<file path="config.mk">
export PLATFORM = sky130hd
export DESIGN_NAME = tc_timer
export DESIGN_NICKNAME = d
export VERILOG_FILES = /design/src/rtl/tc_pkg.sv /design/src/rtl/tc_regs.sv /design/src/rtl/tc_core.sv /design/src/rtl/tc_flags.sv /design/src/rtl/tc_timer.sv
export SDC_FILE = /design/constraint.sdc
export NUM_CORES = 1
export LEC_CHECK = 0
export ABC_AREA = 1
export BUFFER_PORTS_ARGS = -buffer_cell sky130_fd_sc_hd__clkbuf_2
export CORE_UTILIZATION = 56
export DETAILED_ROUTE_END_ITERATION = 10
export PLACE_DENSITY_LB_ADDON = 0.25
export SLEW_MARGIN = 30
export SYNTH_ARGS = -nofsm -noshare
export SYNTH_HDL_FRONTEND = slang
export SYNTH_SLANG_ARGS = --single-unit
export TNS_END_PERCENT = 100
</file>
<file path="constraint.sdc">
create_clock -name clk_i -period 3.4 [get_ports clk_i]
set_input_delay 0.34 -clock clk_i [delete_from_list [all_inputs] [get_ports clk_i]]
set_output_delay 0.34 -clock clk_i [all_outputs]
set_load 0.005 [all_outputs]
</file>
<file path="src/rtl/tc_pkg.sv">
// Shared definitions for the timer counter: counter width, register addresses,
// command codes and the width-mode mask helper.
// Assumes TC_W is at least 32 so that every mode fits in the counter register.
package tc_pkg;

    localparam int TC_W     = 32;
    localparam int TC_AW    = 3;
    localparam int TC_PER_W = 8;

    localparam int ADDR_CFG  = 0;
    localparam int ADDR_DSET = 1;
    localparam int ADDR_DCLR = 2;
    localparam int ADDR_FLAG = 3;
    localparam int ADDR_STAT = 4;
    localparam int ADDR_CNT  = 5;
    localparam int ADDR_PER  = 6;

    localparam logic [1:0] CMD_START = 2'd1;
    localparam logic [1:0] CMD_STOP  = 2'd2;

    typedef enum logic [1:0] {
        MODE_8  = 2'd0,
        MODE_16 = 2'd1,
        MODE_32 = 2'd2,
        MODE_RSV = 2'd3
    } tc_mode_e;

    // Mask of the active count bits for a given width mode (reserved code acts as 16-bit).
    function automatic logic [TC_W-1:0] width_mask(input tc_mode_e m);
        logic [TC_W-1:0] r;
        case (m)
            MODE_8:  r = {{(TC_W-8){1'b0}}, 8'hFF};
            MODE_32: r = {TC_W{1'b1}};
            default: r = {{(TC_W-16){1'b0}}, 16'hFFFF};
        endcase
        return r;
    endfunction

endpackage

</file>
<file path="src/rtl/tc_regs.sv">
// Register decode for the timer counter. Holds the configuration, the
// direction bit and the 8-bit period. Turns writes into single-cycle strobes
// for the commands, the count load and the flag clear.
// Assumes at most one register write per clock (a single write port).
module tc_regs
    import tc_pkg::*;
#(
    parameter int W     = TC_W,
    parameter int AW    = TC_AW,
    parameter int PER_W = TC_PER_W
) (
    input  logic             clk_i,
    input  logic             rst_ni,
    input  logic             wr_en_i,
    input  logic [AW-1:0]    wr_addr_i,
    input  logic [W-1:0]     wr_data_i,
    output tc_mode_e         mode_o,
    output logic             oneshot_o,
    output logic             evt_en_o,
    output logic             dir_o,
    output logic [PER_W-1:0] period_o,
    output logic             cmd_start_o,
    output logic             cmd_stop_o,
    output logic             cnt_wr_o,
    output logic [W-1:0]     cnt_wdata_o,
    output logic             flag_clr_o
);

    logic hit_cfg, hit_dset, hit_dclr, hit_flag, hit_cnt, hit_per;

    // Address decode of the write port.
    always_comb begin
        hit_cfg  = wr_en_i && (wr_addr_i == AW'(ADDR_CFG));
        hit_dset = wr_en_i && (wr_addr_i == AW'(ADDR_DSET));
        hit_dclr = wr_en_i && (wr_addr_i == AW'(ADDR_DCLR));
        hit_flag = wr_en_i && (wr_addr_i == AW'(ADDR_FLAG));
        hit_cnt  = wr_en_i && (wr_addr_i == AW'(ADDR_CNT));
        hit_per  = wr_en_i && (wr_addr_i == AW'(ADDR_PER));
    end

    // Single-cycle strobes handed to the counter core and flag logic.
    always_comb begin
        cmd_start_o = hit_dset && (wr_data_i[2:1] == CMD_START);
        cmd_stop_o  = hit_dset && (wr_data_i[2:1] == CMD_STOP);
        cnt_wr_o    = hit_cnt;
        cnt_wdata_o = wr_data_i;
        flag_clr_o  = hit_flag && wr_data_i[0];
    end

    // Configuration fields: width mode, one-shot, event enable.
    always_ff @(posedge clk_i) begin
        if (!rst_ni) begin
            mode_o    <= MODE_16;
            oneshot_o <= 1'b0;
            evt_en_o  <= 1'b0;
        end else if (hit_cfg) begin
            mode_o    <= tc_mode_e'(wr_data_i[1:0]);
            oneshot_o <= wr_data_i[2];
            evt_en_o  <= wr_data_i[3];
        end
    end

    // Direction bit: only ones written to the set or clear image change it.
    always_ff @(posedge clk_i) begin
        if (!rst_ni) begin
            dir_o <= 1'b0;
        end else if (hit_dset && wr_data_i[0]) begin
            dir_o <= 1'b1;
        end else if (hit_dclr && wr_data_i[0]) begin
            dir_o <= 1'b0;
        end
    end

    // Period register used as the top value in 8-bit mode.
    always_ff @(posedge clk_i) begin
        if (!rst_ni) begin
            period_o <= '0;
        end else if (hit_per) begin
            period_o <= wr_data_i[PER_W-1:0];
        end
    end

endmodule

</file>
<file path="src/rtl/tc_core.sv">
// Counter core. Selects the top value for the mode, steps the count up or
// down, detects wraps and tracks the halted state. The priorities, highest
// first: a count write, then a stop, then normal counting.
// Assumes the commands and the count write are mutually exclusive strobes.
module tc_core
    import tc_pkg::*;
#(
    parameter int W     = TC_W,
    parameter int PER_W = TC_PER_W
) (
    input  logic             clk_i,
    input  logic             rst_ni,
    input  tc_mode_e         mode_i,
    input  logic             dir_i,
    input  logic             oneshot_i,
    input  logic [PER_W-1:0] period_i,
    input  logic             cmd_start_i,
    input  logic             cmd_stop_i,
    input  logic             cnt_wr_i,
    input  logic [W-1:0]     cnt_wdata_i,
    output logic [W-1:0]     count_o,
    output logic [W-1:0]     mask_o,
    output logic             halted_o,
    output logic             wrap_o
);

    logic [W-1:0] top;
    logic [W-1:0] cur;
    logic         running;
    logic         advance;

    // Active mask, top value and the current in-width count.
    always_comb begin
        mask_o = width_mask(mode_i);
        top    = (mode_i == MODE_8) ? W'(period_i) : mask_o;
        cur    = count_o & mask_o;
    end

    // A step happens when running and nothing of higher priority intervenes.
    always_comb begin
        running = !halted_o;
        advance = running && !cmd_stop_i && !cnt_wr_i;
        wrap_o  = advance && (dir_i ? (cur == '0) : (cur == top));
    end

    // Count register: load, hold, wrap or step.
    always_ff @(posedge clk_i) begin
        if (!rst_ni) begin
            count_o <= '0;
        end else if (cnt_wr_i) begin
            count_o <= cnt_wdata_i & mask_o;
        end else if (advance) begin
            if (wrap_o) begin
                count_o <= dir_i ? top : '0;
            end else if (dir_i) begin
                count_o <= (cur - 1'b1) & mask_o;
            end else begin
                count_o <= (cur + 1'b1) & mask_o;
            end
        end
    end

    // Halted state: set by stop or a one-shot wrap, cleared by start.
    always_ff @(posedge clk_i) begin
        if (!rst_ni) begin
            halted_o <= 1'b1;
        end else if (cmd_stop_i) begin
            halted_o <= 1'b1;
        end else if (cmd_start_i) begin
            halted_o <= 1'b0;
        end else if (wrap_o && oneshot_i) begin
            halted_o <= 1'b1;
        end
    end

endmodule

</file>
<file path="src/rtl/tc_flags.sv">
// Wrap-driven outputs: the sticky overflow flag (set beats clear), the
// one-cycle event pulse and the toggling waveform, which is forced low
// whenever the counter halts.
// Assumes wrap_i is a single-cycle indication from the counter core.
module tc_flags (
    input  logic clk_i,
    input  logic rst_ni,
    input  logic wrap_i,
    input  logic flag_clr_i,
    input  logic evt_en_i,
    input  logic oneshot_i,
    input  logic cmd_stop_i,
    output logic flag_o,
    output logic evt_o,
    output logic wave_o
);

    logic wave_kill;

    // The waveform drops on a stop or on the wrap that ends a one-shot run.
    always_comb wave_kill = cmd_stop_i || (wrap_i && oneshot_i);

    // Overflow flag with write-one-to-clear; a wrap in the same clock wins.
    always_ff @(posedge clk_i) begin
        if (!rst_ni) begin
            flag_o <= 1'b0;
        end else if (wrap_i) begin
            flag_o <= 1'b1;
        end else if (flag_clr_i) begin
            flag_o <= 1'b0;
        end
    end

    // One-cycle event pulse after each wrap when enabled.
    always_ff @(posedge clk_i) begin
        if (!rst_ni) begin
            evt_o <= 1'b0;
        end else begin
            evt_o <= wrap_i && evt_en_i;
        end
    end

    // Waveform output toggles per wrap, cleared on halt.
    always_ff @(posedge clk_i) begin
        if (!rst_ni) begin
            wave_o <= 1'b0;
        end else if (wave_kill) begin
            wave_o <= 1'b0;
        end else if (wrap_i) begin
            wave_o <= !wave_o;
        end
    end

endmodule

</file>
<file path="src/rtl/tc_timer.sv">
// Top of the timer counter. Connects the register decode, the counter core
// and the flag logic, and drives the combinational read mux.
// Assumes a single-cycle write port and a purely combinational read port.
module tc_timer
    import tc_pkg::*;
#(
    parameter int W     = TC_W,
    parameter int AW    = TC_AW,
    parameter int PER_W = TC_PER_W
) (
    input  logic          clk_i,
    input  logic          rst_ni,
    input  logic          wr_en_i,
    input  logic [AW-1:0] wr_addr_i,
    input  logic [W-1:0]  wr_data_i,
    input  logic [AW-1:0] rd_addr_i,
    output logic [W-1:0]  rd_data_o,
    output logic          irq_o,
    output logic          ovf_evt_o,
    output logic          wave_o
);

    tc_mode_e         mode;
    logic             oneshot, evt_en, dir;
    logic [PER_W-1:0] period;
    logic             cmd_start, cmd_stop, cnt_wr, flag_clr;
    logic [W-1:0]     cnt_wdata;
    logic [W-1:0]     count, mask;
    logic             halted, wrap;

    tc_regs #(.W(W), .AW(AW), .PER_W(PER_W)) u_regs (
        .clk_i       (clk_i),
        .rst_ni      (rst_ni),
        .wr_en_i     (wr_en_i),
        .wr_addr_i   (wr_addr_i),
        .wr_data_i   (wr_data_i),
        .mode_o      (mode),
        .oneshot_o   (oneshot),
        .evt_en_o    (evt_en),
        .dir_o       (dir),
        .period_o    (period),
        .cmd_start_o (cmd_start),
        .cmd_stop_o  (cmd_stop),
        .cnt_wr_o    (cnt_wr),
        .cnt_wdata_o (cnt_wdata),
        .flag_clr_o  (flag_clr)
    );

    tc_core #(.W(W), .PER_W(PER_W)) u_core (
        .clk_i       (clk_i),
        .rst_ni      (rst_ni),
        .mode_i      (mode),
        .dir_i       (dir),
        .oneshot_i   (oneshot),
        .period_i    (period),
        .cmd_start_i (cmd_start),
        .cmd_stop_i  (cmd_stop),
        .cnt_wr_i    (cnt_wr),
        .cnt_wdata_i (cnt_wdata),
        .count_o     (count),
        .mask_o      (mask),
        .halted_o    (halted),
        .wrap_o      (wrap)
    );

    tc_flags u_flags (
        .clk_i      (clk_i),
        .rst_ni     (rst_ni),
        .wrap_i     (wrap),
        .flag_clr_i (flag_clr),
        .evt_en_i   (evt_en),
        .oneshot_i  (oneshot),
        .cmd_stop_i (cmd_stop),
        .flag_o     (irq_o),
        .evt_o      (ovf_evt_o),
        .wave_o     (wave_o)
    );

    // Read mux over the register images.
    always_comb begin
        rd_data_o = '0;
        case (rd_addr_i)
            AW'(ADDR_CFG):  rd_data_o = W'({evt_en, oneshot, mode});
            AW'(ADDR_DSET),
            AW'(ADDR_DCLR): rd_data_o = W'(dir);
            AW'(ADDR_FLAG): rd_data_o = W'(irq_o);
            AW'(ADDR_STAT): rd_data_o = W'({dir, halted});
            AW'(ADDR_CNT):  rd_data_o = count & mask;
            AW'(ADDR_PER):  rd_data_o = W'(period);
            default:        rd_data_o = '0;
        endcase
    end

endmodule

</file>
---- Word level (Yosys, flattened, before mapping) ----
Index checks and enable logic that the tools add are counted.
word-level totals
  register bits ........................... 49
  input port bits ......................... 41
  output and inout bits ................... 35
cells by class
  add/subtract/negate cells ............... 2
  eq/ne operators ......................... 15
  mux-type cells .......................... 15
  bitwise gates (word level) .............. 5
  reductions and logical operators ........ 32
operators with widths
  cell                                                 count
  two-way mux 32 bit                                   6
  one-hot mux 32 bit (6 select lines)                  1
  bitwise AND 32 bit                                   4
  one-hot mux 32 bit (2 select lines)                  1
  adder 32 x 1 -> 32 bit (second input constant)       1
  == test 32 bit                                       1
  logical NOT 32 bit                                   1
  subtractor 32 x 1 -> 32 bit (second input constant)  1
  logical AND 1 bit                                    16
  == test 3 bit (second input constant)                5
  == test 3 x 2 -> 1 bit (second input constant)       4
  nonzero test 2 bit                                   4
  two-way mux 1 bit                                    7
  == test 3 x 1 -> 1 bit (second input constant)       2
  logical NOT 3 bit                                    2
  OR reduction 2 bit                                   3
  == test 2 bit (second input constant)                2
  logical NOT 1 bit                                    4
  == test 2 x 1 -> 1 bit (second input constant)       1
  logical NOT 2 bit                                    1
  logical OR 1 bit                                     1
  inverter 1 bit                                       1

---- Logic depth before layout (Yosys ltp) ----
Gate-level depths: netlist of run 1.
  depth in word-level cells ............... 10
  gate-level depth with buffers ........... 19
  mapped depth without buffers ............ 18

---- Modules after synthesis ----
From an unflattened synthesis of run 1, not the netlist that was laid out.
second synthesis, totals
  cells, all modules ...................... 1236
  area total of the unflattened synthesis .. 6598.8 sq um
modules (own cells, without submodules)
  module    times used  cells an instance  area each (sq um)  seq. area each (sq um)
  tc_core   1           1005               5196.2             660.6
  tc_regs   1           105                808.3              260.2
  tc_timer  1           109                478.0              0.0
  tc_flags  1           17                 116.4              60.1

---- Worst setup path before layout of run 1 ----
OpenSTA, ideal clock, no wires.
  path type ............................... register to register
  start point ............................. register u_regs.dir_o
  end point ............................... register u_core.count_o[16]
  arrival ................................. 2.569 ns
  data required time ...................... 3.272 ns
  slack ................................... 0.704 ns
  cell stages (with the launch flop) ...... 18
  buffers on the path ..................... 2
  clock period less this slack ............ 2.696 ns
  cells stage by stage .................... dfxtp_1 -> inv_2 -> buf_2 -> buf_2 -> fa_1 -> inv_1 -> nand2_1 -> nand3_1 -> nand2_1 -> nand2_1 -> nand2_1 -> nor2_1 -> nor2_1 -> xnor2_1 -> nand2_1 -> nand2_1 -> a21oi_1 -> nor2_1
on the way
  longest elaborated chain between the ends .. 5
  elaborated cells between the ends (all ways) .. 7
  those cells by class .................... 6 x mux; 1 x reduce/logical
RTL lines
  element                   RTL line       source
  start: declaration        tc_regs.sv:20  output logic dir_o,
  start signal: assignment  tc_regs.sv:66  dir_o <= 1'b0;
  start signal: assignment  tc_regs.sv:68  dir_o <= 1'b1;
  start signal: assignment  tc_regs.sv:70  dir_o <= 1'b0;
  two-way mux 1 bit         tc_core.sv:43  wrap_o = advance && (dir_i ? (cur == '0) : (cur == top));
  logical AND 1 bit         tc_core.sv:43
  two-way mux 32 bit *      tc_core.sv:53  if (wrap_o) begin
  two-way mux 32 bit *      tc_core.sv:52  end else if (advance) begin
  two-way mux 32 bit *      tc_core.sv:50  end else if (cnt_wr_i) begin
  end signal: assignment    tc_core.sv:51  count_o <= cnt_wdata_i & mask_o;
  end signal: assignment    tc_core.sv:54  count_o <= dir_i ? top : '0;
  end signal: assignment    tc_core.sv:56  count_o <= (cur - 1'b1) & mask_o;
  end: declaration          tc_core.sv:21  output logic [W-1:0] count_o,
Every way passes the cells marked *; elsewhere a longest branch is shown, timed or not. The select of a mux whose other input is x is not followed.
A chain may end at the register's enable or synchronous reset.

---- Final worst setup path of run 1 ----
  start point ............................. register u_regs.mode_o[1]
  end point ............................... register u_core.count_o[31]
on the way
  longest elaborated chain between the ends .. 9
  elaborated cells between the ends (all ways) .. 19
  those cells by class .................... 2 x add/sub; 2 x eq/ne; 8 x mux; 4 x bitwise; 3 x reduce/logical
RTL lines
  element                                                          RTL line                      source
  start: declaration                                               tc_regs.sv:17                 output tc_mode_e mode_o,
  start signal: assignment                                         tc_regs.sv:57                 mode_o <= tc_mode_e'(wr_data_i[1:0]);
  == test 2 bit / logical NOT 2 bit (equally long branches)        tc_pkg.sv:31, tc_core.sv:35
  one-hot mux 32 bit (2 select lines)                              tc_pkg.sv:31                  case (m)
  bitwise AND 32 bit / two-way mux 32 bit (equally long branches)  tc_core.sv:36, tc_core.sv:35
  adder 32 x 1 -> 32 bit (tied with other cells)                   tc_core.sv:58                 count_o <= (cur + 1'b1) & mask_o;
  bitwise AND 32 bit (tied with other cells)                       tc_core.sv:58
  two-way mux 32 bit / logical AND 1 bit (equally long branches)   tc_core.sv:55, tc_core.sv:43
  two-way mux 32 bit                                               tc_core.sv:53
  two-way mux 32 bit                                               tc_core.sv:52
  two-way mux 32 bit *                                             tc_core.sv:50
Marked as above.

==> summary.txt, run 1 <==
Run status
  – Status: finished, final reports clean

Synthesis
  – Number of library cell types mapped by synthesis: 44
  – Ys async rst share: 0%
  – Number of synthesis warnings: 0
  – Post-Synthesis Cells: 959
  – Main flop type after synthesis: dfxtp_1
  – Sequential fraction of the synthesis area: a little under a fifth
  – Synthesized area per cell: between 5 and 6 um2
  – Post-Syn Area: about 5400 um2
  – Post-synth EDFFs: 0
  – FF+latch count, synth: slightly below 50
  – Syn Nets: roughly 1000

CTS
  – H-tree depth: 2
  – CTS tree: done
  – Clock root buffer: clkbuf_8
  – Setup bufs post-CTS: 0
  – Post-CTS Resized: 0
  – CTS max path bufs: 2
  – Cts bufs inserted: 5
  – Clock-pin slew on the worst setup and hold paths: roughly 110 ps
  – CTS sink cnt: 49
  – Worst-Skew Late Latency: 330 ps
  – # hold bufs at CTS: 0

STA
  – Max-slew headroom: 50.6%
  – Max Slew Vio Count: 0
  – Slew at the pin closest to its max-slew limit: 735 ps
  – Final TNS setup: 0 ps
  – Final setup fails: 0
  – Fin crit period: about 2900 ps
  – Fmax: about 350 MHz
  – Final Hold Fails: 0
  – RSZ-0062 raised after global routing: no
  – Final Skew: 17.1 ps
  – Post-route clock period utilization: ~84%

Worst setup path
  – Crit end category: flip-flop
  – Max incr delay on CP: slightly above 500 ps
  – Crit path DAT: just over 3000 ps
  – WP data required: ~3700 ps
  – CP startpoint kind: flip-flop
  – Slowest cell on crit path: nor2_4
  – Most Frequent Cell on Critical Path: nand2_1
  – Category of the most critical setup path: reg2reg
  – FF-to-FF End: u_core.count_o[31]
  – Max FO, Critical Path: 24
  – Critical Path, Cell by Cell: inv_2 -> nor2_4 -> nand2_1 -> inv_1 -> ha_1 -> a21oi_1 -> inv_1 -> a21oi_1 -> nor2_1 -> nor2_1 -> nand2_1 -> a21oi_1 -> nand2_1 -> nand2_1 -> nand3_1 -> nand2_1 -> nand2_1 -> a21oi_1
  – R2r setup slk: around 550 ps
  – Reg2reg start: u_regs.mode_o[1]
  – FF-to-FF path depth: 18

GRT
  – GR Overflow Total: 0
  – Largest net degree at the start of global routing: 33
  – Vias in the first global route: about 5700
  – First-pass GRT wire length: 28400 um
  – Global-route usage over all layers: a little over a third
  – Initial antenna violation count: 0

Routing
  – Drt pass-1 iters: 5
  – Post-route DRC violation count: 0
  – Met3 routed WL: roughly 1700 um
  – WL per Instance: between 15 and 20 um
  – Top sig layer: met4
  – WL met2: roughly 7200 um
  – DR vias/cell: 5.67
  – WL final: between 15000 and 20000 um
  – Detail Route Antenna Nets: 0
  – Initial DRC count: ~560
  – Wire length on met1: about 8300 um
  – Via count: around 6500

Final layout
  – Layout Cells excl Fill: around 1100
  – Area added between synthesis and finish: 9.86%
  – Multi-input gate area: roughly 3800 um2
  – Diodes inserted: 0
  – Share of post-route cells with drive strength above 1: approximately 15%
  – Fillers: slightly below 1000
  – Layout net count: ~1100
  – Util after Layout: a little under two thirds
  – Register area: about 980 um2

Pwr
  – Max VDD drop: between 0.2 and 0.25 mV
  – Pwr dens: between 200 and 250 nW/um2
  – LEAKAGE: between 2 and 3 nW

Hold path
  – Min-delay src: wr_data_i[0]
  – Hold Path End: u_regs.dir_o
  – Hold Path Cell Cnt: 3
  – Hold Path Class: in2reg

Job
  – Max Cap Violations: 0

Placed design
  – DP HPWL: around 13000 um
  – Number of buffers added on ports: 75
  – Placer Congestion: about 1
  – Cell count after placement: ~1100

Floorplan
  – # IOs: 76
  – Site Rows: 35
  – Die H: around 100 um
  – Starting Density: about 58%
  – Die footprint: slightly above 10000 um2
  – Core area: about 9300 um2
  – Die W: roughly 100 um
[routing by layer]
layer / track usage (%) / vias to the layer above
met5: 0 / -
met4: 7.80 / 0
met3: 5.06 / 35
met2: 51.9 / 355
met1: 53.6 / 2893
li1: - / 3234
[placed cells by master, fill, tap and decap left out, types with 7 or more instances in the layout]
master    instances
nor2_1          112
nand3_2           7
nand4_1          17
o21ai_0          43
ha_1             14
nor3_1           12
a21oi_1          58
nand2_1         284
nand2_2          20
nor2_2           10
o22ai_1          10
inv_1           112
xor2_1           18
buf_4            12
dfxtp_1          49
o221ai_1          7
nand3_1          94
clkbuf_2         75
[registers in the layout, summed over array words and instances, names as in the netlist]
register and count:
u_core.count_o 32, u_regs.period_o 8, u_regs.mode_o 2, u_core.halted_o 1, u_flags.evt_o 1, u_flags.flag_o 1
u_flags.wave_o 1, u_regs.dir_o 1, u_regs.evt_en_o 1, u_regs.oneshot_o 1
[synthesized netlist by cell type, types with 12 or more instances]
| cell type | n | share of area, % |
|---|---|---|
| nor3_1 | 12 | 1.1 |
| clkbuf_1 | 14 | 0.97 |
| ha_1 | 14 | 3.2 |
| nand2_2 | 20 | 2.3 |
| a21oi_1 | 58 | 5.3 |
| dfxtp_1 | 49 | 18 |
| o21ai_0 | 43 | 4.0 |
| nand2_1 | 284 | 20 |
| nor2_1 | 112 | 7.7 |
| xor2_1 | 18 | 2.9 |
| inv_1 | 113 | 7.8 |
| nand3_1 | 94 | 8.7 |
| nand4_1 | 17 | 2.0 |
[power by group]
group	internal, mW	switching (mW)	total (mW)
Clock	0.154	0.247	0.401
Sequential	0.585	0.0133	0.599
Combinational	0.0684	0.129	0.197
Total	0.808	0.389	1.20
[metrics by stage]
stage,hold WS (ps),setup WS (ps),cell area [um2],total power [mW]
2_1_floorplan,439,704,5430,0.737
3_3_place_gp,465,641,5860,0.801
3_5_place_dp,460,645,5860,0.803
4_1_cts,270,624,5970,1.19
5_1_grt,288,275,5970,1.24
6_report,278,546,5970,1.20
[kinds of logic after synthesis]
| kind of cell | Yosys count | synth area share (%) |
|---|---|---|
| flops | 49 | 18.1 |
| buf+inv | 153 | 11.8 |
| fa+ha+maj | 15 | 3.59 |
| compound gates | 148 | 16.1 |
| simple gates | 574 | 47.2 |
| xor+xnor | 20 | 3.23 |
[worst max path at each step]
stage                           from            endpoint  slack, ps
finish              u_regs.mode_o[1]  u_core.count_o[31]        550
global route        u_regs.mode_o[1]  u_core.count_o[31]        270
CTS                 u_regs.mode_o[0]  u_core.count_o[30]        620
detailed placement  u_regs.mode_o[0]  u_core.count_o[30]        640
global placement    u_regs.mode_o[0]  u_core.count_o[30]        640
floorplan               u_regs.dir_o  u_core.count_o[16]        700
[area by class of cell]
type                       count  area share [%]
tap                          129            2.71
sequential                    49            16.4
multi-input combinational    757            63.8
clock inverter                 3           0.566
clock buffer                   5            1.15
timing repair buffer          87            7.80
inverter                     119            7.49
[critical path, delay by kind of cell (launching register included)]
kind / cells / cell delay (ps)
compound gates: 4 / 550
fa+ha+maj: 1 / 270
buf+inv: 3 / 270
flops: 1 / 400
simple gates: 10 / 1290
Note: power is estimated with default switching activity, not from simulation.
==> run 2: changes to the inputs <==
- clock period: 3.4 -> 2.7 ns (I/O delays scaled with it)
==> summary.txt, run 2 (synthesis gave the netlist of run 1 again) <==
CTS
  – Clock-pin slew on the worst setup and hold paths: ~110 ps
  – H-tree depth: 2
  – Worst-Skew Late Latency: slightly above 300 ps
  – Cts bufs inserted: 5
  – Setup bufs post-CTS: 0
  – CTS sink cnt: 49
  – Clock root buffer: clkbuf_8
  – # hold bufs at CTS: 0
  – CTS max path bufs: 2
  – Post-CTS Resized: 0
  – CTS tree: done

Placed design
  – Placer Congestion: about 0.97
  – Cell count after placement: 1147
  – DP HPWL: 13200 um
  – Number of buffers added on ports: 75
  – Area post-placement: ~6000 um2

Pwr
  – LEAKAGE: approximately 3 nW
  – Pwr dens: ~250 nW/um2
  – Max VDD drop: approximately 0.26 mV

Worst setup path
  – Max FO, Critical Path: 13
  – Setup crit start: u_regs.mode_o[0]
  – Crit end category: flip-flop
  – R2r setup slk: 200 ps
  – CP startpoint kind: flip-flop
  – Crit path DAT: about 2700 ps
  – WP data required: about 2900 ps
  – FF-to-FF path depth: 13
  – Reg2reg start: u_regs.mode_o[0]
  – Crit path capture: u_core.count_o[14]
  – Category of the most critical setup path: reg2reg
  – FF-to-FF End: u_core.count_o[14]

STA
  – Max-slew headroom: between 40% and 50%
  – Final Hold Fails: 0
  – Fin crit period: approximately 2500 ps
  – Slew at the pin closest to its max-slew limit: approximately 830 ps
  – Max Slew Vio Count: 0
  – Fmax: between 400 and 500 MHz
  – Final setup fails: 0
  – Post-route clock period utilization: between 90% and 100%
  – Final Skew: between 10 and 15 ps
  – RSZ-0062 raised after global routing: no
  – Final TNS setup: 0 ps

Hold path
  – Hold Path Class: in2reg

Final layout
  – Largest regs: u_core.count_o: 32 flops, u_regs.period_o: 8 flops, u_regs.mode_o: 2 flops
  – Largest register FFs: 32
  – Most common cell after layout, fill and taps aside: nand2_1
  – Register area: about 980 um2
  – Fillers: 949
  – Most frequent cells in the layout: nand2_1 (283), inv_1 (113), nor2_1 (112), nand3_1 (94), clkbuf_2 (75)
  – Diodes inserted: 0
  – Util after Layout: between 60 and 70%
  – Area added between synthesis and finish: 10.8%
  – Share of post-route cells with drive strength above 1: roughly 16%
  – Layout Cells excl Fill: between 1000 and 1500
  – Layout net count: between 1000 and 1500
  – Most flops, register: u_core.count_o
  – Finished Cell Area: 6020 um2
  – Multi-input gate area: approximately 3800 um2

Floorplan
  – Die footprint: just over 10000 um2
  – Die H: about 100 um
  – Die W: roughly 100 um
  – Starting Density: around three fifths
  – Site Rows: 35
  – # IOs: 76
  – Core area: 9330 um2

Routing
  – Post-route DRC violation count: 0
  – Drt pass-1 iters: 6
  – DR vias/cell: 5.60
  – WL final: 16800 um
  – Via count: 6463
  – Detail Route Antenna Nets: 0
  – Initial DRC count: just under 500
  – WL per Instance: roughly 15 um

GRT
  – Largest net degree at the start of global routing: 33
  – Vias in the first global route: ~5700
  – GR Overflow Total: 0
  – Global-route usage over all layers: between 30% and 40%
  – Initial antenna violation count: 0
  – First-pass GRT wire length: 27300 um

Job
  – Max Cap Violations: 0

Run status
  – Status: finished, final reports clean
-- run 2: power by group --
part           internal [mW]  total [mW]  leakage (nW)  switching, mW
logic                 0.0872       0.247          2.51          0.160
clock network          0.195       0.486        0.0506          0.292
registers              0.737       0.753         0.396         0.0161
total                   1.02        1.49          2.95          0.468
-- run 2: per-layer routing --
metal	global-route usage (%)	vias up	part of all wire, %
met5	0	-	0
met4	7.13	0	1.4
met3	4.58	24	10
met2	51.8	364	42
met1	50.7	2842	46
li1	-	3233	-
-- run 2: area by class of cell --
class,instances,share of cell area [%]
Multi-Input combinational cell,757,63.4
Sequential cell,49,16.3
Timing Repair Buffer,93,8.54
Inverter,119,7.42
Tap cell,129,2.68
Clock buffer,5,1.14
Clock inverter,3,0.478
-- run 2: worst min path at each step --
| stage | depth (start not counted) | endpoint | from |
|---|---|---|---|
| 6_report | 3 | u_regs.mode_o[0] | wr_data_i[0] |
| 5_1_grt | 3 | u_regs.dir_o | wr_data_i[0] |
| 4_1_cts | 3 | u_regs.mode_o[0] | wr_data_i[0] |
| 3_5_place_dp | 2 | u_flags.wave_o | u_flags.wave_o |
| 3_3_place_gp | 2 | u_flags.evt_o | u_regs.evt_en_o |
| 2_1_floorplan | 2 | u_regs.mode_o[0] | wr_data_i[0] |
-- run 2: worst max-delay path: stages (launching register included) --
cell     delay, ps
dfxtp_2        380
inv_2          170
nand2_2        170
buf_4          230
o21ai_2         70
nand2_1         90
nor2_1         110
nand3_1        120
a21oi_4        260
nand2_2        180
nand2_1        250
o21ai_0        130
a21oi_1        180
nor2_1          60
-- run 2: stage by stage --
step / worst slack [ps] / hold slack [ps] / total power [mW]
after floorplan: 3.86 / 400 / 0.928
after detailed placement: 179 / 470 / 1.01
after CTS: 159 / 235 / 1.48
after global routing: 5.53 / 256 / 1.55
final: 203 / 250 / 1.49
after global placement: 214 / 466 / 1.01
